**config.mk**
```make
export PLATFORM = sky130hd
export DESIGN_NAME = xlat_tlb
export DESIGN_NICKNAME = d
export VERILOG_FILES = /design/src/rtl/xlat_pkg.sv /design/src/rtl/xlat_cam_match.sv /design/src/rtl/xlat_victim.sv /design/src/rtl/xlat_tlb.sv
export SDC_FILE = /design/constraint.sdc
export NUM_CORES = 1
export LEC_CHECK = 0
export ABC_AREA = 1
export CORE_AREA = 2 2 101 103
export CTS_BUF_LIST = sky130_fd_sc_hd__clkbuf_16
export CTS_CLUSTER_SIZE = 28
export DETAILED_ROUTE_END_ITERATION = 16
export DIE_AREA = 0 0 103 105
export PLACE_DENSITY = 0.83
export SYNTH_ARGS = -nofsm -noshare
export SYNTH_HDL_FRONTEND = slang
export SYNTH_HIERARCHICAL = 1
export SYNTH_SLANG_ARGS = --single-unit
export TNS_END_PERCENT = 1
```
**constraint.sdc**
```tcl
create_clock -name clk -period 3.2 [get_ports clk]
set_input_delay 0.32 -clock clk [delete_from_list [all_inputs] [get_ports clk]]
set_output_delay 0.32 -clock clk [all_outputs]
set_load 0.02 [all_outputs]
```
**src/rtl/xlat_pkg.sv**
```systemverilog
package xlat_pkg;
  // Which way a refill selects its destination entry
  typedef enum logic [1:0] {
    WSEL_NONE  = 2'd0,
    WSEL_DUP   = 2'd1,
    WSEL_FREE  = 2'd2,
    WSEL_EVICT = 2'd3
  } wsel_e;

  // Width of an index into an array of n entries (at least 1)
  function automatic int idx_width(input int n);
    return (n > 1) ? $clog2(n) : 1;
  endfunction
endpackage

```
**src/rtl/xlat_cam_match.sv**
```systemverilog
module xlat_cam_match #(
  parameter int ENTRIES = 2,
  parameter int VPN_W   = 19,
  parameter int PPN_W   = 15
) (
  input  logic [VPN_W-1:0]                key,
  input  logic [ENTRIES-1:0]              valids,
  input  logic [ENTRIES-1:0][VPN_W-1:0]   tags,
  input  logic [ENTRIES-1:0][PPN_W-1:0]   datas,
  output logic [ENTRIES-1:0]              match,
  output logic                            any,
  output logic [PPN_W-1:0]                data
);
  // One comparator per entry, all in parallel
  for (genvar i = 0; i < ENTRIES; i++) begin : g_cmp
    assign match[i] = valids[i] && (tags[i] == key);
  end

  assign any = |match;

  // AND-OR select: at most one match bit is set
  always_comb begin
    data = '0;
    for (int i = 0; i < ENTRIES; i++) begin
      if (match[i]) data = data | datas[i];
    end
  end
endmodule

```
**src/rtl/xlat_victim.sv**
```systemverilog
module xlat_victim
  import xlat_pkg::*;
#(
  parameter int ENTRIES = 2,
  localparam int PW = idx_width(ENTRIES)
) (
  input  logic               req,
  input  logic [ENTRIES-1:0] valids,
  input  logic [ENTRIES-1:0] dup,
  input  logic [PW-1:0]      ptr,
  output logic [ENTRIES-1:0] sel,
  output wsel_e              kind
);
  logic [PW-1:0] free_idx;
  logic          have_free;

  // Lowest-numbered empty entry
  always_comb begin
    free_idx  = '0;
    have_free = 1'b0;
    for (int i = ENTRIES - 1; i >= 0; i--) begin
      if (!valids[i]) begin
        free_idx  = PW'(i);
        have_free = 1'b1;
      end
    end
  end

  // Priority: in-place update, then empty slot, then round-robin eviction
  always_comb begin
    sel  = '0;
    kind = WSEL_NONE;
    if (req) begin
      if (|dup) begin
        sel  = dup;
        kind = WSEL_DUP;
      end else if (have_free) begin
        sel[free_idx] = 1'b1;
        kind          = WSEL_FREE;
      end else begin
        sel[ptr] = 1'b1;
        kind     = WSEL_EVICT;
      end
    end
  end
endmodule

```
**src/rtl/xlat_tlb.sv**
```systemverilog
module xlat_tlb
  import xlat_pkg::*;
#(
  parameter int ENTRIES = 2,
  parameter int VPN_W   = 19,
  parameter int PPN_W   = 15,
  parameter int OFF_W   = 12,
  localparam int PW     = idx_width(ENTRIES),
  localparam int PA_W   = PPN_W + OFF_W
) (
  input  logic             clk,
  input  logic             rst,
  input  logic             lk_valid,
  input  logic [VPN_W-1:0] lk_vpn,
  input  logic [OFF_W-1:0] lk_off,
  output logic             lk_hit,
  output logic             lk_miss,
  output logic [PA_W-1:0]  lk_paddr,
  input  logic             fill_en,
  input  logic [VPN_W-1:0] fill_vpn,
  input  logic [PPN_W-1:0] fill_ppn,
  input  logic             flush
);
  // Entry storage kept in flops so that flush can clear every valid bit at once
  logic [ENTRIES-1:0]            ent_v;
  logic [ENTRIES-1:0][VPN_W-1:0] ent_tag;
  logic [ENTRIES-1:0][PPN_W-1:0] ent_ppn;
  logic [PW-1:0]                 rr_ptr;

  logic [ENTRIES-1:0] lk_match, fill_match, wr_sel;
  logic               lk_any, fill_any;
  logic [PPN_W-1:0]   lk_ppn, fill_old_ppn;
  logic               fill_go;
  wsel_e              wr_kind;

  assign fill_go = fill_en && !flush;

  xlat_cam_match #(.ENTRIES(ENTRIES), .VPN_W(VPN_W), .PPN_W(PPN_W)) u_lk_cam (
    .key(lk_vpn), .valids(ent_v), .tags(ent_tag), .datas(ent_ppn),
    .match(lk_match), .any(lk_any), .data(lk_ppn)
  );

  xlat_cam_match #(.ENTRIES(ENTRIES), .VPN_W(VPN_W), .PPN_W(PPN_W)) u_fill_cam (
    .key(fill_vpn), .valids(ent_v), .tags(ent_tag), .datas(ent_ppn),
    .match(fill_match), .any(fill_any), .data(fill_old_ppn)
  );

  xlat_victim #(.ENTRIES(ENTRIES)) u_victim (
    .req(fill_go), .valids(ent_v), .dup(fill_match), .ptr(rr_ptr),
    .sel(wr_sel), .kind(wr_kind)
  );

  // Combinational lookup result
  assign lk_hit   = lk_valid && lk_any;
  assign lk_miss  = lk_valid && !lk_any;
  assign lk_paddr = {lk_ppn, lk_off};

  // Valid bits and victim pointer
  always_ff @(posedge clk) begin
    if (rst) begin
      ent_v  <= '0;
      rr_ptr <= '0;
    end else if (flush) begin
      ent_v  <= '0;
    end else begin
      ent_v <= ent_v | wr_sel;
      if (wr_kind == WSEL_EVICT) begin
        rr_ptr <= (rr_ptr == PW'(ENTRIES - 1)) ? '0 : rr_ptr + 1'b1;
      end
    end
  end

  // Tag and data payload, no reset needed
  for (genvar i = 0; i < ENTRIES; i++) begin : g_ent
    always_ff @(posedge clk) begin
      if (wr_sel[i]) begin
        ent_tag[i] <= fill_vpn;
        ent_ppn[i] <= fill_ppn;
      end
    end
  end

  // ---------------- assertions ----------------
  AST_RESET_EMPTY: assert property (@(posedge clk) rst |=> (ent_v == '0));

  AST_HIT_MISS_EXCL: assert property (@(posedge clk) disable iff (rst)
    !(lk_hit && lk_miss) && ((lk_hit || lk_miss) == lk_valid));

  AST_FLUSH_EMPTY: assert property (@(posedge clk) disable iff (rst)
    flush |=> (ent_v == '0));

  AST_FILL_PRESENT: assert property (@(posedge clk) disable iff (rst)
    (fill_en && !flush) |=> (ent_v != '0));

  AST_SINGLE_MATCH: assert property (@(posedge clk) disable iff (rst)
    $onehot0(lk_match) && $onehot0(fill_match));

  AST_PTR_HOLD: assert property (@(posedge clk) disable iff (rst)
    (wr_kind != WSEL_EVICT) |=> $stable(rr_ptr));

  AST_DUP_COUNT: assert property (@(posedge clk) disable iff (rst)
    (fill_go && fill_any) |=> ($countones(ent_v) == $countones($past(ent_v))));

  AST_PTR_RANGE: assert property (@(posedge clk) disable iff (rst)
    rr_ptr <= PW'(ENTRIES - 1));

  logic unused_ok;
  assign unused_ok = ^fill_old_ppn;
endmodule

```
==> qor.txt, run 1 <==
GRT Total Usage: 0.191
initial DRC count: 264
Worst Clk Skew: 0.00492 ns
number of diodes: 0
Final WS setup: 0.358 ns
Slew Limit Headroom: 0.736
critical path peak fanout: 16
Synth Cell Area: 0.00407 mm2
non-filler instance count after layout: 690
FMAX: 352 MHz
endpoint class of the critical path: output port
hold_buf cts: 0
Seq pwr share: 0.436
Max Root-Sink Buffers: 2
largest net degree at the start of global routing: 36
max_cap viols: 0
CTS clk-pin slew, worst paths: 0.06 ns
CTS tree: yes
initial cell density of the core: 0.423
PortBufs: 74
CTS root buf: clkbuf_16
RSZ-0062 raised after global routing: false
Die ar.: 0.0108 mm2
actual slew at the worst max-slew pin: 0.395 ns
DR DRC count: 0
worst path required time: 2.88 ns
Post-CTS Setup Bufs: 0
R2R setup slack: 0.89 ns
global-route wire length before repair: 15800 um
Final Setup Violations: 0
CP max stage cell: clkdlybuf4s50_1
cell area after layout: 0.00523 mm2
share of cells above drive strength 1: 0.0934
Syn Area/Cell: 8.47 um2
Clock power frac: 0.466
DP Wirelength: 7340 um
crit-path cells: clkdlybuf4s50_1 > inv_1 > nand2_1 > nand2_1 > nor2_1 > nand2_1 > nor2_4 > nand3_1 > nand2_1 > nand2_1 > inv_1 > clkdlybuf4s50_1
Final min period: 2.84 ns
core area: 0.00964 mm2
grt total ovfl: 0
# H-tree levels: 3
Sw Ratio: 0.213
crit path kind: input pin to output port
Mapped Cells: 481
CP top delay family: buffers and inverters
PD cells: 465 mW/mm2
RD Place Congestion: 0.918
clk sink count: 71
Finished Core Util: 0.543
crit path buf inv count: 4
PostCTS Resize Cnt: 0
antenna-violating nets left: 0
Hold Path Class: flip-flop to flip-flop
Placed Cells incl. Taps: 674
drt via density: 5.00
Max Slew Vio Count: 0
Routed WL per cell: 14.6 um
Post-Syn Nets: 551
final cycle utilization of the critical path: 0.888
status: complete, no violations
final WL: 10100 um
dpl ws: 0.368 ns
CP dominant cell by count: nand2_1
peak supply drop: 273 uV
Post-DP Area: 0.00489 mm2
vias post-DR: 3450
CP arrival: 2.52 ns
max incr delay on CP: 0.59 ns
vias in the first global route: 3355
CP Launch Type: input pin
LEAKAGE: 2.34 nW
die width: 103 um
# IOs: 99
site row count: 36
Die Y-Extent: 105 um
Int Pwr: 1.91 mW
yosys warns: 6
Num CTS Buffers: 9
initial antenna violation count: 0
worst-skew pair later-pin latency: 0.33 ns
final hold violation count: 0
P&R area growth vs syn: 28.4%
combinational fraction of design power: 0.098
P_sw: 0.518 mW
total negative setup slack: 0 ns
DR pass1 iterations: 5
fin nets: 622
==> state kept, by name, indices dropped and copies added, names as in the netlist <==
name	flops
ent_v	2
ent_tag	38
ent_ppn	30
rr_ptr	1
==> worst register-to-register path, stage by stage (launching register included) <==
cell and delay (ns):
edfxtp_1 0.42, o21ai_0 0.32, nor2_1 0.07, nand2_1 0.11
nor2_4 0.04, nand3_1 0.08, inv_1 0.09, inv_1 0.12
o21ai_0 0.14, a21oi_4 0.35, buf_12 0.26
==> final cells by class <==
class / instances / area, um2
clock buffer: 9 / 225
clock inverter: 7 / 113
fill: 870 / 4410
inverter: 82 / 308
multi-input combinational: 310 / 1520
sequential: 71 / 2100
tap: 133 / 166
timing repair buffer: 78 / 796
==> metrics by stage <==
step                hold WS, ns  power, mW
CTS                       0.511       2.45
detailed placement        0.503       1.31
floorplan                 0.419       1.21
global route              0.564       2.51
global placement          0.488       1.31
finish                    0.508       2.43
==> final timing paths <==
check | startpoint | end | cells after the start
worst max-delay path | lk_vpn[13] | lk_hit | 12
worst min-delay path | rr_ptr | rr_ptr | 2
worst max register to register | ent_tag[11] | ent_ppn[21] | 10
worst min register to register | rr_ptr | rr_ptr | 2
==> power by group through the flow <==
stage	logic [mW]	registers, mW	clock network [mW]
after detailed placement	0.234	1.08	0
after global routing	0.260	1.06	1.18
after global placement	0.229	1.08	0
final	0.238	1.06	1.13
after floorplan	0.130	1.08	0
after CTS	0.237	1.06	1.15
==> placed cells by master (no fill, tap or decap), drive strengths merged, types with 4 or more instances in the layout <==
cell,count
clkbuf,9
o21ai,29
nand2,168
clkdlybuf4s50,74
xnor2,16
nor2,58
buf,4
nand4,31
nand3,4
edfxtp,68
inv,83
==> routing by layer <==
metal | wire, um | GRT usage
met2 | 5050 | 0.317
met5 | 0 | 0
met1 | 4120 | 0.237
met3 | 714 | 0.0388
met4 | 195 | 0.0818
No activity file was read; power rests on OpenSTA's default activity.
==> inputs of run 2 (changes only) <==
--- a/config.mk
+++ b/config.mk
@@ -6,12 +6,13 @@
 export NUM_CORES = 1
 export LEC_CHECK = 0
 export ABC_AREA = 1
+export CAP_MARGIN = 20
 export CORE_AREA = 2 2 101 103
 export CTS_BUF_LIST = sky130_fd_sc_hd__clkbuf_16
 export CTS_CLUSTER_SIZE = 28
 export DETAILED_ROUTE_END_ITERATION = 16
 export DIE_AREA = 0 0 103 105
-export PLACE_DENSITY = 0.83
+export PLACE_DENSITY = 0.8
 export SYNTH_ARGS = -nofsm -noshare
 export SYNTH_HDL_FRONTEND = slang
 export SYNTH_HIERARCHICAL = 1
==> run 2 against run 1 <==
Register-to-register slack better by 0.03 ns. First-iteration DRC count down 38%. Worst setup slack worse by 0.045 ns. Non-clock buffer count unchanged. Total power down 6.2%. Utilization down 0.42 points. Die area unchanged. Combinational power about the same. Via count down 3.8%. Largest power group is now sequential cells.
==> qor.txt, run 2 (synthesis gave the netlist of run 1 again) <==
status: complete, no violations
max_cap viols: 0 (unchanged)
PortBufs: 74 (unchanged)
DR pass1 iterations: 4 (-1)
initial DRC count: 163 (-38%)
final cycle utilization of the critical path: 0.902 (+0.0141)
peak supply drop: 282 uV (+3.1%)
Final min period: 2.89 ns (+0.0450 ns)
Die Y-Extent: 105 um (unchanged)
# IOs: 99 (unchanged)
CP max stage cell: clkdlybuf4s50_1
RD Place Congestion: 0.895 (-2.4%)
Hold Path Class: flip-flop to flip-flop
antenna-violating nets left: 0 (unchanged)
P&R area growth vs syn: 27.5%
worst path required time: 2.88 ns (about the same)
total negative setup slack: 0 ns (unchanged)
LEAKAGE: 2.31 nW (-1.2%)
worst-skew pair later-pin latency: 0.33 ns (about the same)
Num CTS Buffers: 9 (unchanged)
Die ar.: 0.0108 mm2 (unchanged)
max incr delay on CP: 0.60 ns (about the same)
Finished Core Util: 0.539 (-0.00415)
most common cell after layout, fill and taps aside: nand2_1
Max Slew Vio Count: 0 (unchanged)
CP Launch Type: input pin
vias in the first global route: 3317 (-1.1%)
Max Root-Sink Buffers: 2 (unchanged)
PostCTS Resize Cnt: 0 (unchanged)
core area: 0.00964 mm2 (unchanged)
CP dominant cell by count: nand2_1
fillers: 895 (+2.9%)
Worst Clk Skew: 0.00544 ns (+0.000516 ns)
Largest register FFs: 38 (unchanged)
vias post-DR: 3319 (-3.8%)
largest net degree at the start of global routing: 30 (-17%)
final WL: 9580 um (-5.0%)
Seq. cell area: 0.00210 mm2 (unchanged)
CP arrival: 2.57 ns (+0.05 ns)
multi-input combinational cell area: 0.00152 mm2 (unchanged)
fin nets: 622 (unchanged)
crit-path cells: clkdlybuf4s50_1 > inv_1 > nand2_1 > nand2_1 > nor2_1 > nand2_1 > nor2_8 > nand3_1 > nand2_1 > nand2_1 > inv_1 > clkdlybuf4s50_1
initial antenna violation count: 0 (unchanged)
number of diodes: 0 (unchanged)
most frequent cells in the layout: nand2_1, inv_1, clkdlybuf4s50_1, edfxtp_1, nor2_1
Post-CTS Setup Bufs: 0 (unchanged)
non-filler instance count after layout: 690 (unchanged)
grt total ovfl: 0 (unchanged)
Routed WL per cell: 13.9 um (-5.0%)
share of cells above drive strength 1: 0.0952 (+0.00180)
CTS root buf: clkbuf_16
endpoint class of the critical path: output port
CTS tree: yes
DP Wirelength: 7340 um (-0.12%)
PnR Total Power: 2.28 mW (-6.2%)
GRT Total Usage: 0.186 (-0.00415)
actual slew at the worst max-slew pin: 0.384 ns (-0.0119 ns)
PD cells: 439 mW/mm2 (-5.5%)
largest registers: ent_tag x38, ent_ppn x30, ent_v x2
drt via density: 4.81 (-3.8%)
die width: 103 um (unchanged)
RSZ-0062 raised after global routing: false
clk sink count: 71 (unchanged)
hold_ws: 0.506 ns (-0.00240 ns)
crit path kind: input pin to output port
CTS clk-pin slew, worst paths: 0.05 ns (about the same)
Largest Register: ent_tag
Final Setup Violations: 0 (unchanged)
hold_buf cts: 0 (unchanged)
final hold violation count: 0 (unchanged)
R2R setup slack: 0.92 ns (+0.03 ns)
FMAX: 346 MHz (-1.6%)
critical path peak fanout: 16 (unchanged)
DR DRC count: 0 (unchanged)
site row count: 36 (unchanged)
# H-tree levels: 3 (unchanged)
global-route wire length before repair: 15500 um (-2.2%)
Placed Cells incl. Taps: 674 (unchanged)
initial cell density of the core: 0.423 (unchanged)
Slew Limit Headroom: 0.744 (+0.00793)
## run 2: cell types whose count changed in the layout (fill, tap and decap cells not counted)
cell and delta:
inv_1 -1, inv_6 +1, clkinvlp_4 +2, bufinv_16 -2
## run 2: area by class of cell
| cell class | count | share of cell area |
|---|---|---|
| Inverter | 82 | 0.0593 |
| Multi-Input combinational cell | 310 | 0.293 |
| Tap cell | 133 | 0.0320 |
| Timing Repair Buffer | 78 | 0.153 |
| Clock inverter | 7 | 0.0140 |
| Sequential cell | 71 | 0.405 |
| Clock buffer | 9 | 0.0434 |
## run 2: worst paths after layout
| check | end | startpoint | cells after the start |
|---|---|---|---|
| max | lk_hit | lk_vpn[0] | 12 |
| min | rr_ptr | rr_ptr | 2 |
| max reg2reg | ent_ppn[21] | ent_tag[11] | 10 |
| min reg2reg | rr_ptr | rr_ptr | 2 |
## run 2: power by group
| group | switching (mW) | internal (mW) |
|---|---|---|
| clock | 0.382 | 0.604 |
| combinational | 0.125 | 0.111 |
| sequential | 0.0140 | 1.05 |
| total | 0.521 | 1.76 |
## run 2: layer usage
metal  up-vias  global-route usage  routed length, um
li1       1661                   -                  -
met1      1517               0.225               3950
met2       124               0.319               4750
met3        17              0.0448                684
met4         0              0.0667                197
met5         -                   0                  0
## run 2: per-stage QoR
step	setup WS, ns	cell area [um2]
2_1_floorplan	0.627	4080
3_3_place_gp	0.399	4890
3_5_place_dp	0.364	4890
4_1_cts	0.354	5190
5_1_grt	0.157	5190
6_report	0.313	5190
## run 2: critical path: cells and delay by family
family                 cells  cell delay (ns)
buffers and inverters      4             1.23
AND/OR/NAND/NOR            8             1.01
==> inputs of run 3 (changes only) <==
--- a/config.mk
+++ b/config.mk
@@ -6,13 +6,12 @@
 export NUM_CORES = 1
 export LEC_CHECK = 0
 export ABC_AREA = 1
-export CAP_MARGIN = 20
-export CORE_AREA = 2 2 101 103
+export CORE_AREA = 2 2 97 99
 export CTS_BUF_LIST = sky130_fd_sc_hd__clkbuf_16
 export CTS_CLUSTER_SIZE = 28
 export DETAILED_ROUTE_END_ITERATION = 16
-export DIE_AREA = 0 0 103 105
-export PLACE_DENSITY = 0.8
+export DIE_AREA = 0 0 99 101
+export PLACE_DENSITY = 0.82
 export SYNTH_ARGS = -nofsm -noshare
 export SYNTH_HDL_FRONTEND = slang
 export SYNTH_HIERARCHICAL = 1
==> constraint.sdc (replaced) <==
create_clock -name clk -period 2.8 [get_ports clk]
set_input_delay 0.28 -clock clk [delete_from_list [all_inputs] [get_ports clk]]
set_output_delay 0.28 -clock clk [all_outputs]
set_load 0.02 [all_outputs]
==> run 3 against run 2 <==
Total power rose by 23%. Critical path depth did not move. Final area rose by 2.5%. Final cell count fell by 1.4%. Routed wire length rose by 2.4%. Largest power group is now clock.
==> qor.txt, run 3 (synthesis gave the netlist of run 1 again) <==
status: complete, no violations
max incr delay on CP: 0.59 ns (about the same)
actual slew at the worst max-slew pin: 0.700 ns (+0.317 ns)
worst r2r src: ent_tag[22]
total negative setup slack: 0 ns (unchanged)
most frequent cells in the layout: nand2_1, inv_1, clkdlybuf4s50_1, edfxtp_1, nor2_1
final WL: 9810 um (+2.4%)
FMAX: 364 MHz
most common cell after layout, fill and taps aside: nand2_1
hold_buf cts: 0 (unchanged)
Seq pwr share: 0.432 (-0.033)
CTS clk-pin slew, worst paths: 0.06 ns (about the same)
crit path buf inv count: 4 (unchanged)
endpoint class of the critical path: output port
initial antenna violation count: 0 (unchanged)
DR DRC count: 0 (unchanged)
Slew Limit Headroom: 0.532 (-0.212)
cell area after layout: 0.00532 mm2 (+2.5%)
worst-skew pair later-pin latency: 0.33 ns (about the same)
initial cell density of the core: 0.454 (+0.0312)
CP top delay family: buffers and inverters
Final Setup Violations: 0 (unchanged)
Die Y-Extent: 101 um (-3.8%)
crit path kind: input pin to output port
P&R area growth vs syn: 30.7%
crit-path cells: clkdlybuf4s50_1 > inv_1 > nand2_1 > nand2_1 > nor2_1 > nand2_2 > nor2_8 > nand3_1 > nand2_1 > nand2_1 > inv_1 > clkdlybuf4s50_1
Clock power frac: 0.468 (+0.036)
CP max stage cell: clkdlybuf4s50_1
LEAKAGE: 2.39 nW (+3.5%)
final hold violation count: 0 (unchanged)
r2r worst-path depth: 9 (-1)
core area: 0.00898 mm2 (-6.9%)
largest net degree at the start of global routing: 36 (+20%)
crit path capture: lk_hit
Hold Path Class: flip-flop to flip-flop
# H-tree levels: 3 (unchanged)
Die ar.: 0.0100 mm2 (-7.5%)
Largest Register: ent_tag
R2R setup slack: 0.38 ns (-0.54 ns)
Max Slew Vio Count: 0 (unchanged)
drt via density: 5.00 (+4.0%)
DR pass1 iterations: 5 (+1)
Num CTS Buffers: 9 (unchanged)
CTS tree: yes
Post-DP Area: 0.00493 mm2 (+0.82%)
r2r endpoint: ent_tag[34]
fin nets: 634 (+1.9%)
GRT Total Usage: 0.197 (+0.0107)
Largest register FFs: 38 (unchanged)
# IOs: 99 (unchanged)
RSZ-0062 raised after global routing: true
Max Root-Sink Buffers: 2 (unchanged)
RD Place Congestion: 0.916 (+2.3%)
largest registers: ent_tag x38, ent_ppn x30, ent_v x2
DP Wirelength: 7170 um (-2.2%)
vias in the first global route: 3391 (+2.2%)
CP Launch Type: input pin
peak supply drop: 368 uV (+31%)
Worst Clk Skew: 0.00820 ns (+0.00276 ns)
max_cap viols: 0 (unchanged)
Levels on crit path: 12 (unchanged)
CP dominant cell by count: nand2_1
critical path peak fanout: 16 (unchanged)
site row count: 35 (-2.8%)
die width: 99 um (-3.9%)
PD cells: 527 mW/mm2 (+20%)
PnR Total Power: 2.81 mW (+23%)
combinational fraction of design power: 0.100 (-0.004)
hold_ws: 0.517 ns (+0.0116 ns)
Finished Core Util: 0.593 (+0.0544)
final cycle utilization of the critical path: 0.981
Hold Crit Start: rr_ptr
P_sw: 0.605 mW (+16%)
global-route wire length before repair: 15600 um (+0.80%)
antenna-violating nets left: 0 (unchanged)
initial DRC count: 204 (+25%)
number of diodes: 0 (unchanged)
Int Pwr: 2.20 mW (+25%)
vias post-DR: 3401 (+2.5%)
share of cells above drive strength 1: 0.114 (+0.0191)
Sw Ratio: 0.215 (-0.0128)
PortBufs: 74 (unchanged)
worst path required time: 2.52 ns (-0.36 ns)
Final min period: 2.75 ns
Routed WL per cell: 14.4 um (+3.9%)
Crit. Startpoint: lk_vpn[3]
CTS root buf: clkbuf_16
clk sink count: 71 (unchanged)
grt total ovfl: 0 (unchanged)
CP arrival: 2.47 ns (-0.10 ns)
-- run 3: layer usage --
layer	wire [um]	global-route usage	up-vias
met1	4090	0.245	1531
met5	0	0	-
met2	4860	0.346	147
li1	-	-	1694
met3	637	0.0264	29
met4	223	0.0843	0
-- run 3: area by class of cell --
class                           instances  area, um2
Tap cell                              111        139
Inverter                               82        308
Fill cell                             728       3650
Clock inverter                          7        120
Multi-Input combinational cell        311       1540
Timing Repair Buffer                   89        891
Clock buffer                            9        225
Sequential cell                        71       2100
-- run 3: worst min-delay path, cell delays in order, from the launching register on --
cell     delay (ns)
dfxtp_1        0.32
nor2_1         0.10
nor2_1         0.05
-- run 3: timing repair --
| item | 4_1_cts | 5_1_grt |
|---|---|---|
| cloned | 1 | 0 |
| resized for setup | 0 | 1 |
| pin swaps | 0 | 1 |
| setup endpoints to repair | 10 | 30 |
| buffers inserted | 0 | 2 |
-- run 3: metrics by stage --
| stage | instances | setup slack, ns |
|---|---|---|
| 2_1_floorplan | 481 | 0.227 |
| 5_1_grt | 680 | -0.0591 |
| 4_1_cts | 678 | 0.0132 |
| 3_5_place_dp | 661 | -0.353 |
| 3_3_place_gp | 661 | -0.180 |
| 6_report | 680 | 0.0532 |
-- run 3: power by group through the flow --
stage | sequential (mW) | clock (mW) | combinational (mW)
after global placement | 1.23 | 0 | 0.269
after CTS | 1.21 | 1.33 | 0.279
after global routing | 1.21 | 1.37 | 0.307
after floorplan | 1.23 | 0 | 0.148
after detailed placement | 1.23 | 0 | 0.276
final | 1.21 | 1.31 | 0.281
-- run 3: how the worst min path moves through the flow --
stage                      end  slack (ns)  depth (start not counted)
CTS                     rr_ptr        0.52                          2
global route        ent_ppn[5]        0.53                          1
detailed placement      rr_ptr        0.51                          2
floorplan           ent_ppn[0]        0.38                          0
finish                  rr_ptr        0.52                          2
global placement        rr_ptr        0.49                          2
